==> config.mk <==
export PLATFORM = sky130hd
export DESIGN_NAME = exc_nest_ctrl
export DESIGN_NICKNAME = d
export VERILOG_FILES = /design/src/rtl/exc_nest_pkg.sv /design/src/rtl/exc_prio_regs.sv /design/src/rtl/exc_rank_arb.sv /design/src/rtl/exc_active_stack.sv /design/src/rtl/exc_nest_ctrl.sv
export SDC_FILE = /design/constraint.sdc
export NUM_CORES = 1
export LEC_CHECK = 0
export BUFFER_PORTS_ARGS = -buffer_cell sky130_fd_sc_hd__buf_2
export CORE_ASPECT_RATIO = 1.2
export CORE_MARGIN = 5
export CORE_UTILIZATION = 55
export DETAILED_ROUTE_END_ITERATION = 10
export PLACE_DENSITY = 0.8
export SYNTH_ARGS = -nofsm -noshare
export SYNTH_HDL_FRONTEND = slang
export SYNTH_SLANG_ARGS = --single-unit
==> constraint.sdc <==
create_clock -name clk -period 21.4 [get_ports clk]
set_input_delay 0 -clock clk [delete_from_list [all_inputs] [get_ports clk]]
set_output_delay 0 -clock clk [all_outputs]
set_load 0.1 [all_outputs]
==> src/rtl/exc_nest_pkg.sv <==
package exc_nest_pkg;
  localparam int NUM_FIXED     = 3;
  localparam int EXC_RESET     = 1;
  localparam int EXC_NMI       = 2;
  localparam int EXC_HARDFAULT = 3;
endpackage

==> src/rtl/exc_prio_regs.sv <==
module exc_prio_regs #(
  parameter int NCFG   = 8,
  parameter int PRIO_W = 8,
  parameter int SEL_W  = 4
) (
  input  logic              clk,
  input  logic              rst_n,
  input  logic              we,
  input  logic [SEL_W-1:0]  sel,
  input  logic [PRIO_W-1:0] wdata,
  output logic [PRIO_W-1:0] prio_q [NCFG]
);
  for (genvar j = 0; j < NCFG; j++) begin : g_reg
    always_ff @(posedge clk) begin
      if (!rst_n)                       prio_q[j] <= '0;
      else if (we && int'(sel) == j)    prio_q[j] <= wdata;
    end
  end
endmodule

==> src/rtl/exc_rank_arb.sv <==
module exc_rank_arb #(
  parameter int NEXC  = 11,
  parameter int RW    = 10,
  parameter int NUM_W = 4
) (
  input  logic [NEXC-1:0]  pend,
  input  logic [RW-1:0]    rank [NEXC],
  output logic             win_v,
  output logic [NUM_W-1:0] win_num,
  output logic [RW-1:0]    win_rank
);
  // strict compare in index order: ties keep the lower exception number
  always_comb begin
    win_v    = 1'b0;
    win_num  = '0;
    win_rank = '1;
    for (int i = 0; i < NEXC; i++) begin
      if (pend[i] && (!win_v || rank[i] < win_rank)) begin
        win_v    = 1'b1;
        win_rank = rank[i];
        win_num  = NUM_W'(i + 1);
      end
    end
  end
endmodule

==> src/rtl/exc_active_stack.sv <==
module exc_active_stack #(
  parameter int            DEPTH     = 4,
  parameter int            RW        = 10,
  parameter logic [RW-1:0] IDLE_RANK = '1
) (
  input  logic          clk,
  input  logic          rst_n,
  input  logic          push,
  input  logic [RW-1:0] push_rank,
  input  logic          pop,
  output logic          full,
  output logic          empty,
  output logic [RW-1:0] exec_rank
);
  localparam int CW = $clog2(DEPTH + 1);

  logic [CW-1:0] cnt;
  logic [RW-1:0] rank_q [DEPTH];

  assign full  = (cnt == CW'(DEPTH));
  assign empty = (cnt == '0);

  always_ff @(posedge clk) begin
    if (!rst_n)                cnt <= '0;
    else if (push && !full)    cnt <= cnt + 1'b1;
    else if (pop && !empty)    cnt <= cnt - 1'b1;
  end

  for (genvar i = 0; i < DEPTH; i++) begin : g_slot
    always_ff @(posedge clk) begin
      if (!rst_n)                               rank_q[i] <= IDLE_RANK;
      else if (push && !full && cnt == CW'(i))  rank_q[i] <= push_rank;
    end
  end

  always_comb begin
    exec_rank = IDLE_RANK;
    for (int i = 0; i < DEPTH; i++) begin
      if (CW'(i) < cnt && rank_q[i] < exec_rank) exec_rank = rank_q[i];
    end
  end
endmodule

==> src/rtl/exc_nest_ctrl.sv <==
module exc_nest_ctrl
  import exc_nest_pkg::*;
#(
  parameter  int NCFG   = 8,
  parameter  int PRIO_W = 8,
  parameter  int DEPTH  = 4,
  localparam int NEXC   = NCFG + NUM_FIXED,
  localparam int NUM_W  = $clog2(NEXC + 1),
  localparam int SEL_W  = $clog2(NCFG) + 1,
  localparam int RW     = PRIO_W + 2
) (
  input  logic                 clk,
  input  logic                 rst_n,
  input  logic [NEXC-1:0]      pend_i,
  input  logic                 cfg_we_i,
  input  logic [SEL_W-1:0]     cfg_sel_i,
  input  logic [PRIO_W-1:0]    cfg_prio_i,
  input  logic                 xfer_busy_i,
  input  logic                 xfer_intr_en_i,
  input  logic                 vec_fetch_i,
  input  logic                 entry_done_i,
  input  logic                 exc_return_i,
  output logic                 take_o,
  output logic [NUM_W-1:0]     take_num_o,
  output logic                 redirect_o,
  output logic [NUM_W-1:0]     redirect_num_o,
  output logic                 entry_busy_o,
  output logic signed [RW-1:0] exec_prio_o
);
  // internal rank = priority + NUM_FIXED, so Reset/NMI/HardFault are 0/1/2
  localparam logic [RW-1:0] IDLE_RANK = RW'(NUM_FIXED + 2**PRIO_W);

  logic [PRIO_W-1:0] prio_q [NCFG];
  logic [RW-1:0]     rank   [NEXC];
  logic              win_v;
  logic [NUM_W-1:0]  win_num;
  logic [RW-1:0]     win_rank;
  logic              stk_full, stk_empty;
  logic [RW-1:0]     exec_rank;

  logic              busy_q, past_vec_q;
  logic [RW-1:0]     erank_q;
  logic              take_q, redir_q;
  logic [NUM_W-1:0]  tnum_q, rnum_q;

  exc_prio_regs #(.NCFG(NCFG), .PRIO_W(PRIO_W), .SEL_W(SEL_W)) u_regs (
    .clk(clk), .rst_n(rst_n), .we(cfg_we_i), .sel(cfg_sel_i),
    .wdata(cfg_prio_i), .prio_q(prio_q)
  );

  for (genvar i = 0; i < NEXC; i++) begin : g_rank
    if (i < NUM_FIXED) begin : g_fix
      assign rank[i] = RW'(i);
    end else begin : g_cfg
      assign rank[i] = RW'(prio_q[i-NUM_FIXED]) + RW'(NUM_FIXED);
    end
  end

  exc_rank_arb #(.NEXC(NEXC), .RW(RW), .NUM_W(NUM_W)) u_arb (
    .pend(pend_i), .rank(rank),
    .win_v(win_v), .win_num(win_num), .win_rank(win_rank)
  );

  logic lock, take_c, redir_c, push, pop;
  assign lock    = xfer_busy_i & ~xfer_intr_en_i;
  assign take_c  = ~busy_q & win_v & (win_rank < exec_rank) & ~lock & ~stk_full;
  assign redir_c = busy_q & ~past_vec_q & ~vec_fetch_i & ~entry_done_i &
                   win_v & (win_rank < erank_q);
  assign push    = busy_q & entry_done_i;
  assign pop     = exc_return_i & ~busy_q & ~stk_empty;

  exc_active_stack #(.DEPTH(DEPTH), .RW(RW), .IDLE_RANK(IDLE_RANK)) u_stk (
    .clk(clk), .rst_n(rst_n), .push(push), .push_rank(erank_q), .pop(pop),
    .full(stk_full), .empty(stk_empty), .exec_rank(exec_rank)
  );

  always_ff @(posedge clk) begin
    if (!rst_n) begin
      busy_q     <= 1'b0;
      past_vec_q <= 1'b0;
      erank_q    <= IDLE_RANK;
      take_q     <= 1'b0;
      redir_q    <= 1'b0;
      tnum_q     <= '0;
      rnum_q     <= '0;
    end else begin
      take_q  <= take_c;
      redir_q <= redir_c;
      if (take_c) begin
        busy_q     <= 1'b1;
        past_vec_q <= 1'b0;
        erank_q    <= win_rank;
        tnum_q     <= win_num;
      end else if (busy_q) begin
        if (entry_done_i) begin
          busy_q     <= 1'b0;
          past_vec_q <= 1'b0;
        end else begin
          if (redir_c) begin
            erank_q <= win_rank;
            rnum_q  <= win_num;
          end
          if (vec_fetch_i) past_vec_q <= 1'b1;
        end
      end
    end
  end

  assign take_o         = take_q;
  assign take_num_o     = tnum_q;
  assign redirect_o     = redir_q;
  assign redirect_num_o = rnum_q;
  assign entry_busy_o   = busy_q;
  assign exec_prio_o    = $signed(exec_rank - RW'(NUM_FIXED));
endmodule

==> results by group <==
Global route
  – Pin count of the biggest net entering global routing: 80
  – Antenna violations before repair: 0
  – GR Util All Layers: 25.6%
  – Global-route wire length before repair: 45.3 mm
  – Vias in the first global route: 9,016
  – Grt total ovfl: 0

Floorplan
  – Die ar.: 0.0223 mm²
  – Die Height: 163 µm
  – Boundary pin count: 52
  – DIE WIDTH: 137 µm
  – Core area: 0.0190 mm²
  – Initial Util: 56.3%
  – Site row count: 55

STA
  – Tmin final: 19.96 ns
  – Final Slew Violations: 0
  – Clock Skews: 0.0124 ns
  – Final Cycle Share: 93.3%
  – Fmax: 50.1 MHz
  – Slew headroom: 39.3%
  – Final hold violation count: 0
  – Setup ws final: 1.44 ns
  – Tightest Pin Transition: 0.910 ns
  – Setup violators final: 0

Worst setup path
  – R2R Setup Slk: 1.44 ns
  – Cell family with most CP delay: compound AO/OA/AOI/OAI gates
  – Reg2Reg Depth: 90
  – Worst-path fanout max: 17
  – Critical path capture point type: flop
  – Levels on crit path: 90
  – CP peak stage delay: 0.56 ns
  – CP arrival: 20.27 ns
  – CP dominant cell by count: a21o_1
  – Reg2reg end: past_vec_q
  – Worst EP required: 21.71 ns
  – CP bufs+invs: 5
  – Slowest cell on crit path: dlygate4sd3_1
  – Startpoint Class: flop
  – Crit Path Class: reg -> reg
  – Reg-to-Reg Start: u_regs.prio_q[58]

Finish
  – Design area: 0.0118 mm²
  – Layout fillers: 1,627
  – Util after Layout: 62.2%
  – Layout area overhead: 10.6%
  – Final nets: 1,464
  – Register area: 0.00298 mm²
  – Area occupied by multi-input gates: 0.00714 mm²
  – Fraction of layout cells with a size suffix above 1: 11.3%
  – N_diodes: 0

Hold path
  – Hold Crit Class: in -> reg
  – Worst hold path cell count: 3
  – Worst Hold End: u_regs.prio_q[62]
  – Hold Startpoint: cfg_prio_i[6]

Drt
  – Vias/cell: 5.93
  – Drt first pass iters: 5
  – Routed vias: 9,371
  – DRC Markers: 0
  – Final wirelength: 28.5 mm
  – WL per Instance: 18.0 µm
  – DRT iter0 DRCs: 618
  – Post-DRT Antenna Nets: 0

Flow run
  – Max-cap viol count: 0

Synthesis
  – Async SR Flop Fraction: 0%
  – Synth Cell Area: 0.0107 mm²
  – Syn_nets: 1,423
  – #FFs+latches synth: 129
  – Top_reg_cell synth: dfxtp_1
  – Post-Syn Instances: 1,270
  – EDFF count, synth: 40
  – Seq/Total Area, Yosys: 27.9%
  – Avg Inst Size Synth: 8.42 µm²
  – Count of different cell masters after synthesis: 79
  – Synthesis warning total: 0

Placement
  – Dpl cell area: 0.0111 mm²
  – DP Worst Slack: 0.609 ns
  – IO Port Bufs: 51
  – Routability cong.: 1.01
  – DP Wirelength: 21.7 mm

CTS
  – Clock latency on the worst-skew pair: 0.43 ns
  – Clock transition at the registers of the reported paths: 0.07 ns
  – Clock Tree Buf Depth: 2
  – CTS tree: yes
  – H-tree depth: 4
  – Clk sink count: 129
  – Cts bufs inserted: 17
  – Clock root cell: clkbuf_16

Power
  – VDD IR max: 86.7 µV
  – Leakage power: 5.36 nW
  – P per Cell Area: 93.1 mW/mm²

Status
  – Status: finished clean
-- synth_stat cells, types with 13 or more instances --
master,number,share of area (%)
inv_1,112,3.9
mux2_2,21,2.2
nand2_1,85,3.0
ha_1,122,14
edfxtp_1,40,11
nand3_1,32,1.5
o21a_1,13,0.91
o21ai_0,55,2.6
and2_1,32,1.9
dfxtp_1,89,17
nor2_1,151,5.3
and3_1,21,1.2
a21o_1,39,2.7
nor3_1,23,1.1
xnor2_1,34,2.8
nand4_1,16,0.94
clkbuf_1,26,0.91
mux2i_1,89,8.3
o21ai_1,13,0.61
xor2_1,25,2.0
a21oi_1,60,2.8
-- report_power, final --
group	internal (mW)	leakage (nW)	switching (mW)
clock	0.153	0.274	0.127
sequential	0.273	1.09	0.0248
combinational	0.175	3.99	0.348
-- cell usage in the layout (no fill, tap or decap), types with 9 or more instances in the layout --
| cell type | n |
|---|---|
| a21o_1 | 39 |
| a21oi_1 | 59 |
| and2_1 | 32 |
| and3_1 | 21 |
| buf_2 | 51 |
| buf_4 | 13 |
| clkbuf_16 | 17 |
| dfxtp_1 | 89 |
| edfxtp_1 | 40 |
| ha_1 | 122 |
| inv_1 | 111 |
| mux2_2 | 21 |
| mux2i_1 | 89 |
| nand2_1 | 84 |
| nand2b_1 | 9 |
| nand3_1 | 32 |
| nand4_1 | 16 |
| nor2_1 | 151 |
| nor3_1 | 23 |
| o2111ai_1 | 10 |
| o21a_1 | 13 |
| o21ai_0 | 54 |
| o21ai_1 | 14 |
| o31ai_1 | 10 |
| xnor2_1 | 34 |
| xor2_1 | 25 |
-- worst register-to-register path: cells and delay by family (launching register included) --
family	cells	cell delay [ns]
AOI/OAI and AO/OA	50	11.07
xor gates and xnor gates	1	0.19
DFF	1	0.42
adders and majority gates	9	2.67
and+or+nand+nor	22	3.40
buffers and inverters	5	1.00
muxes	3	1.07
-- metal layers --
layer	GRT usage, %	wire [µm]
met1	29.8	11400
met2	45.5	14100
met3	3.99	1460
met4	11.8	1440
met5	0	0
-- worst max-delay path by stage --
stage                 startpoint       endpoint  slack [ns]
5_1_grt        u_regs.prio_q[58]     past_vec_q       -0.17
3_5_place_dp   u_regs.prio_q[58]  take_num_o[2]        0.61
3_3_place_gp   u_regs.prio_q[58]  take_num_o[2]        1.32
4_1_cts        u_regs.prio_q[58]     past_vec_q        0.17
6_report       u_regs.prio_q[58]     past_vec_q        1.44
2_1_floorplan  u_regs.prio_q[58]  take_num_o[2]        3.72
-- kinds of logic (layout without fill, tap and decap cells) --
family | Yosys count | after routing | share of synthesized area, %
DFF | 129 | 129 | 27.9
muxes | 110 | 110 | 10.5
AOI/OAI and AO/OA | 276 | 276 | 18.0
other | 1 | 1 | 0.0351
xor gates and xnor gates | 59 | 59 | 4.83
buffers and inverters | 159 | 213 | 5.76
and+or+nand+nor | 414 | 414 | 18.6
adders and majority gates | 122 | 122 | 14.3
-- area by class of cell --
| class | count | area share [%] |
|---|---|---|
| multi-input cells | 982 | 60.4 |
| flip-flops and latches | 129 | 25.2 |
| clock buffers | 17 | 3.60 |
| inverters | 113 | 3.59 |
| repair buffers | 68 | 3.32 |
| well taps | 256 | 2.71 |
| clock inverters | 15 | 1.19 |
-- what timing repair did --
| item | in CTS | in global routing |
|---|---|---|
| endpoints found under the hold margin | 6 | 0 |
| endpoints found under the setup margin | 0 | 22 |
| resized for setup | 0 | 11 |
| buffers inserted | 0 | 8 |
| hold buffers | 4 | 0 |
-- state kept, by name, indices dropped and copies added, names as in the netlist --
register / count
past_vec_q: 1
take_num_o: 4
take_o: 1
u_regs.prio_q: 64
u_stk.cnt: 3
u_stk.rank_q: 40
erank_q: 10
redirect_o: 1
redirect_num_o: 4
entry_busy_o: 1
-- through the flow --
| step | total power [mW] | std cells | TNS [ns] | hold WS, ns |
|---|---|---|---|---|
| after floorplan | 0.692 | 1270 | 0 | 0.223 |
| after global placement | 0.791 | 1536 | 0 | 0.368 |
| after detailed placement | 0.801 | 1536 | 0 | 0.371 |
| after CTS | 1.09 | 1572 | 0 | 0.0194 |
| after global routing | 1.16 | 1580 | -0.167 | 0.0269 |
| final | 1.10 | 1580 | 0 | 0.0168 |
No activity file was read; power rests on OpenSTA's default activity.
